**src/rtl/vme_pkg.sv**
```systemverilog
package vme_pkg;

    localparam int CPL_W   = 2;
    localparam int ERR_W   = 4;
    localparam int CODE_W  = 3;
    localparam int NCOND   = 3;

    typedef enum logic [CODE_W-1:0] {
        VERDICT_PROCEED = 3'd0,
        VERDICT_UD      = 3'd1,
        VERDICT_GP      = 3'd2,
        VERDICT_CF      = 3'd3,
        VERDICT_ZF      = 3'd4
    } verdict_e;

    // ordered by the priority of the structure checks; value = index + 1
    typedef enum logic [ERR_W-1:0] {
        ERR_NONE         = 4'd0,
        ERR_SS_BLOCK     = 4'd1,
        ERR_LAUNCH_DIRTY = 4'd2,
        ERR_RESUME_FRESH = 4'd3
    } errc_e;

    typedef struct packed {
        logic             is_resume;
        logic             v86;
        logic             compat;
        logic [CPL_W-1:0] cpl;
        logic             ctl_present;
        logic             launched;
        logic             ss_block;
        logic             trap_flag;
        logic             in_mgmt;
        logic             entry_to_mgmt;
    } entry_req_t;

    typedef struct packed {
        verdict_e verdict;
        errc_e    err;
        logic     step_trap;
        logic     mgmt_return;
    } entry_res_t;

    // failures that hand control to the next instruction
    function automatic logic is_flag_failure(verdict_e v);
        return (v == VERDICT_CF) || (v == VERDICT_ZF);
    endfunction

    function automatic logic is_fault(verdict_e v);
        return (v == VERDICT_UD) || (v == VERDICT_GP);
    endfunction

endpackage

```
**src/rtl/vme_mode_gate.sv**
```systemverilog
module vme_mode_gate
    import vme_pkg::*;
(
    input  logic             v86,
    input  logic             compat,
    input  logic [CPL_W-1:0] cpl,
    output logic             fault,
    output verdict_e         fault_kind
);

    always_comb begin
        if (v86 || compat) begin
            fault_kind = VERDICT_UD;
        end else if (cpl != '0) begin
            fault_kind = VERDICT_GP;
        end else begin
            fault_kind = VERDICT_PROCEED;
        end
        fault = is_fault(fault_kind);
    end

endmodule

```
**src/rtl/vme_ctl_check.sv**
```systemverilog
module vme_ctl_check
    import vme_pkg::*;
(
    input  logic     ctl_present,
    input  logic     is_resume,
    input  logic     launched,
    input  logic     ss_block,
    output verdict_e kind,
    output errc_e    err
);

    logic [NCOND-1:0] hit;
    errc_e            first_err;

    // condition index i reports error value i+1; lower index wins
    assign hit[0] = ss_block;
    assign hit[1] = !is_resume && launched;
    assign hit[2] = is_resume && !launched;

    always_comb begin
        first_err = ERR_NONE;
        for (int i = NCOND - 1; i >= 0; i--) begin
            if (hit[i]) begin
                first_err = errc_e'(ERR_W'(i + 1));
            end
        end
    end

    always_comb begin
        if (!ctl_present) begin
            kind = VERDICT_CF;
            err  = ERR_NONE;
        end else if (|hit) begin
            kind = VERDICT_ZF;
            err  = first_err;
        end else begin
            kind = VERDICT_PROCEED;
            err  = ERR_NONE;
        end
    end

endmodule

```
**src/rtl/vme_resolve.sv**
```systemverilog
module vme_resolve
    import vme_pkg::*;
(
    input  logic       mode_fault,
    input  verdict_e   mode_kind,
    input  verdict_e   ctl_kind,
    input  errc_e      ctl_err,
    input  logic       trap_flag,
    input  logic       in_mgmt,
    input  logic       entry_to_mgmt,
    output entry_res_t res
);

    always_comb begin
        if (mode_fault) begin
            res.verdict = mode_kind;
            res.err     = ERR_NONE;
        end else begin
            res.verdict = ctl_kind;
            res.err     = ctl_err;
        end
        res.step_trap   = trap_flag && is_flag_failure(res.verdict);
        res.mgmt_return = in_mgmt && !entry_to_mgmt;
    end

endmodule

```
**src/rtl/vm_entry_gate.sv**
```systemverilog
module vm_entry_gate
    import vme_pkg::*;
(
    input  logic              clk,
    input  logic              rst,
    input  logic              req,
    input  logic              is_resume,
    input  logic              v86_mode,
    input  logic              compat_mode,
    input  logic [CPL_W-1:0]  cpl,
    input  logic              ctl_present,
    input  logic              launch_state,
    input  logic              ss_blocking,
    input  logic              trap_flag,
    input  logic              in_mgmt,
    input  logic              entry_to_mgmt,
    output logic              res_valid,
    output logic [CODE_W-1:0] res_code,
    output logic [ERR_W-1:0]  err_code,
    output logic              step_trap,
    output logic              mgmt_return
);

    entry_req_t rq;
    entry_res_t next_res;
    entry_res_t res_q;
    logic       valid_q;
    logic       mode_fault;
    verdict_e   mode_kind;
    verdict_e   ctl_kind;
    errc_e      ctl_err;

    always_comb begin
        rq.is_resume     = is_resume;
        rq.v86           = v86_mode;
        rq.compat        = compat_mode;
        rq.cpl           = cpl;
        rq.ctl_present   = ctl_present;
        rq.launched      = launch_state;
        rq.ss_block      = ss_blocking;
        rq.trap_flag     = trap_flag;
        rq.in_mgmt       = in_mgmt;
        rq.entry_to_mgmt = entry_to_mgmt;
    end

    vme_mode_gate u_mode (
        .v86        (rq.v86),
        .compat     (rq.compat),
        .cpl        (rq.cpl),
        .fault      (mode_fault),
        .fault_kind (mode_kind)
    );

    vme_ctl_check u_ctl (
        .ctl_present (rq.ctl_present),
        .is_resume   (rq.is_resume),
        .launched    (rq.launched),
        .ss_block    (rq.ss_block),
        .kind        (ctl_kind),
        .err         (ctl_err)
    );

    vme_resolve u_res (
        .mode_fault    (mode_fault),
        .mode_kind     (mode_kind),
        .ctl_kind      (ctl_kind),
        .ctl_err       (ctl_err),
        .trap_flag     (rq.trap_flag),
        .in_mgmt       (rq.in_mgmt),
        .entry_to_mgmt (rq.entry_to_mgmt),
        .res           (next_res)
    );

    always_ff @(posedge clk) begin
        if (rst) begin
            valid_q <= 1'b0;
            res_q   <= '0;
        end else begin
            valid_q <= req;
            if (req) begin
                res_q <= next_res;
            end
        end
    end

    assign res_valid   = valid_q;
    assign res_code    = res_q.verdict;
    assign err_code    = res_q.err;
    assign step_trap   = res_q.step_trap;
    assign mgmt_return = res_q.mgmt_return;

endmodule

```
**config.mk**
```make
export PLATFORM = sky130hd
export DESIGN_NAME = vm_entry_gate
export DESIGN_NICKNAME = d
export VERILOG_FILES = /design/src/rtl/vme_pkg.sv /design/src/rtl/vme_mode_gate.sv /design/src/rtl/vme_ctl_check.sv /design/src/rtl/vme_resolve.sv /design/src/rtl/vm_entry_gate.sv
export SDC_FILE = /design/constraint.sdc
export NUM_CORES = 1
export LEC_CHECK = 0
export ABC_AREA = 1
export BUFFER_PORTS_ARGS = -buffer_cell sky130_fd_sc_hd__buf_4
export CELL_PAD_IN_SITES_DETAIL_PLACEMENT = 0
export CELL_PAD_IN_SITES_GLOBAL_PLACEMENT = 1
export CORE_MARGIN = 3
export CORE_UTILIZATION = 30
export CTS_BUF_LIST = sky130_fd_sc_hd__clkbuf_8
export DETAILED_ROUTE_END_ITERATION = 10
export HOLD_SLACK_MARGIN = 0.02
export MAX_ROUTING_LAYER = met4
export PLACE_DENSITY_LB_ADDON = 0.15
export SLEW_MARGIN = 20
export SYNTH_ARGS = -nofsm -noshare
export SYNTH_HDL_FRONTEND = slang
export SYNTH_HIERARCHICAL = 1
export SYNTH_SLANG_ARGS = --single-unit
```
**constraint.sdc**
```tcl
create_clock -name clk -period 1.5 [get_ports clk]
set_clock_uncertainty 0.15 [all_clocks]
set_input_delay 0.3 -clock clk [delete_from_list [all_inputs] [get_ports clk]]
set_output_delay 0.3 -clock clk [all_outputs]
set_load 0.03 [all_outputs]
```
==> results.sh <==
export IMPL_run_status="finished, final reports clean"
export IMPL_rows=16
export IMPL_yosysWarnings=6
export IMPL_antenna_cells=0
export IMPL_core_area_um2=2080
export IMPL_drt_initial_drc_count=8
export IMPL_max_cap_violations=0
export IMPL_wl_per_cell_um=7.09
export IMPL_grt_first_pass_wirelength_mm=2.01
export IMPL_vdd_drop_max_v=0.000533
export IMPL_synthCells=117
export IMPL_slew_violations=0
export IMPL_ant_nets=0
export IMPL_cts_root_buf="clkbuf_8"
export IMPL_finalCritPeriodShare_pct=92.3
export IMPL_power_leakage_uw=0.000527
export IMPL_crit_type="in2reg"
export IMPL_grt_pass1_vias=567
export IMPL_synth_area_um2=694
export IMPL_fmax_mhz=722
export IMPL_end_kind="flop"
export IMPL_cp_data_required_time_ns=1.52
export IMPL_finalSetupViolations=0
export IMPL_io_pins=24
export IMPL_portBuffers=23
export IMPL_route_detailed_drc=0
export IMPL_die_area_um2=2930
export IMPL_dp_hpwl_um=935
export IMPL_hold_buffers=0
export IMPL_routed_wl_mm=1.22
export IMPL_hold_path_class="in2reg"
export IMPL_vias_per_cell=3.94
export IMPL_grtUsageTotal_pct=9.50
export IMPL_layout_drive_gt1_share_pct=38.6
export IMPL_die_h_um=54.1
export IMPL_clock_sinks=10
export IMPL_ys_types=15
export IMPL_min_period_ns=1.38
export IMPL_gp_congestion=0.670
export IMPL_utilization_pct=47.0
export IMPL_yosysSeqAreaShare_pct=28.8
export IMPL_synthToLayoutAreaGrowth_pct=40.9
export IMPL_grt_start_max_net_pins=20
export IMPL_htreeDepth=1
export IMPL_cts_tree="built"
export IMPL_synth_seq_cells=10
export IMPL_place_area_um2=885
export IMPL_synth_area_per_cell_um2=5.94
export IMPL_antenna_found_initial=0
export IMPL_drtPass1Iterations=4
export IMPL_fp_dieW_um=54.1
export IMPL_powerDensity_nw_per_um2=772
export IMPL_vias=678
export IMPL_grt_overflow=0
export IMPL_stdcell_area_um2=978
export IMPL_crit_fanout=3
export IMPL_startpoint_type="primary input"
export IMPL_cp_data_arrival_time_ns=1.40
export IMPL_num_nets_final=163
export IMPL_start_util_pct=33.4
export IMPL_cts_made_buffers=3
export IMPL_clkTransAtPathRegs_ns=0.04
export IMPL_timing_hold_violations_final=0
export IMPL_worstSkewPairLatency_ns=0.23
export IMPL_ctsLongestPathBuffers=2
==> Yosys cell counts <==
library cell	n	area, µm²
nor2_1	30	113
nor2_2	5	31.3
buf_4	4	30.0
inv_2	2	7.51
conb_1	2	7.51
ha_1	2	25.0
a21oi_1	1	5.00
inv_4	1	6.26
inv_1	22	82.6
nand2_1	29	109
dfxtp_1	10	200
buf_12	1	20.0
clkinv_1	1	3.75
nand2_2	5	31.3
buf_6	2	22.5
==> where the power goes <==
group | total, µW | internal, µW | switching (µW) | leakage (µW)
combinational | 202 | 91.9 | 110 | 0.000423
clock | 262 | 174 | 88.0 | 0.0000216
sequential | 291 | 283 | 7.65 | 0.0000828
total | 755 | 549 | 206 | 0.000527
==> what timing repair did <==
item	4_1_cts	5_1_grt
gates resized for setup	0	13
hold endpoints to repair	0	0
endpoints found under the setup margin	0	1
setup buffers	0	1
==> layout by cell type (no fill, tap or decap), drive strengths merged <==
cell     n
conb     3
dfxtp   10
a21oi    1
clkinv   1
buf     31
inv     25
ha       2
nand2   34
nor2    35
clkbuf   3
==> layout make-up <==
cell class                      count  area [µm²]
Inverter                           26         100
Multi-Input combinational cell     75         367
Fill cell                         232        1100
Tap cell                           27        33.8
Sequential cell                    10         200
Clock buffer                        3        41.3
Timing Repair Buffer               31         236
==> registers in the layout, indices dropped and copies added, names as in the netlist <==
| name | count |
|---|---|
| err_code | 4 |
| mgmt_return | 1 |
| res_code | 3 |
| res_valid | 1 |
| step_trap | 1 |
==> metrics by stage <==
| step | instances | total power (µW) | setup WS, ns | TNS (ns) | hold WS [ns] |
|---|---|---|---|---|---|
| after global placement | 168 | 482 | -0.147 | -0.221 | 0.311 |
| after global routing | 172 | 805 | -0.00415 | -0.00415 | 0.0863 |
| final | 172 | 755 | 0.115 | 0 | 0.0821 |
| after detailed placement | 168 | 484 | -0.179 | -0.262 | 0.315 |
| after CTS | 171 | 754 | 0.0458 | 0 | 0.0789 |
| after floorplan | 118 | 423 | 0.0557 | 0 | 0.221 |
==> kinds of logic (layout without fill, tap and decap cells) <==
kind of cell | count (synthesis) | in the layout | synth area share [%]
and+or+nand+nor | 69 | 69 | 40.9
adders and majority gates | 2 | 2 | 3.60
AOI/OAI and AO/OA | 1 | 1 | 0.720
buffers and inverters | 33 | 60 | 24.9
other | 2 | 3 | 1.08
DFF | 10 | 10 | 28.8
==> per-layer routing <==
metal | wire length [µm] | track usage (%) | share of wire [%]
met5 | 0 | - | 0
met4 | 0 | 1.24 | 0
met3 | 87 | 4.16 | 7.1
met2 | 586 | 17.1 | 48
met1 | 546 | 9.72 | 45
==> final timing paths <==
kind	startpoint	to	slack (ns)	cells after the start
worst min-delay path	rst	res_valid	0.08	2
worst min register to register	step_trap	step_trap	0.32	2
worst max-delay path	launch_state	step_trap	0.12	15
worst max register to register	res_code[0]	res_code[0]	0.80	2
==> worst max-delay path, stage by stage <==
cell	delay [ns]
buf_4	0.13
ha_4	0.16
nor2_4	0.09
a21oi_2	0.07
inv_2	0.05
nand2_2	0.05
nand2_2	0.08
nand2_1	0.05
nand2_1	0.05
nand2_1	0.06
nor2_2	0.09
inv_1	0.04
nand2_1	0.04
nand2_1	0.05
nor2_1	0.09
No activity file was read; power rests on OpenSTA's default activity.
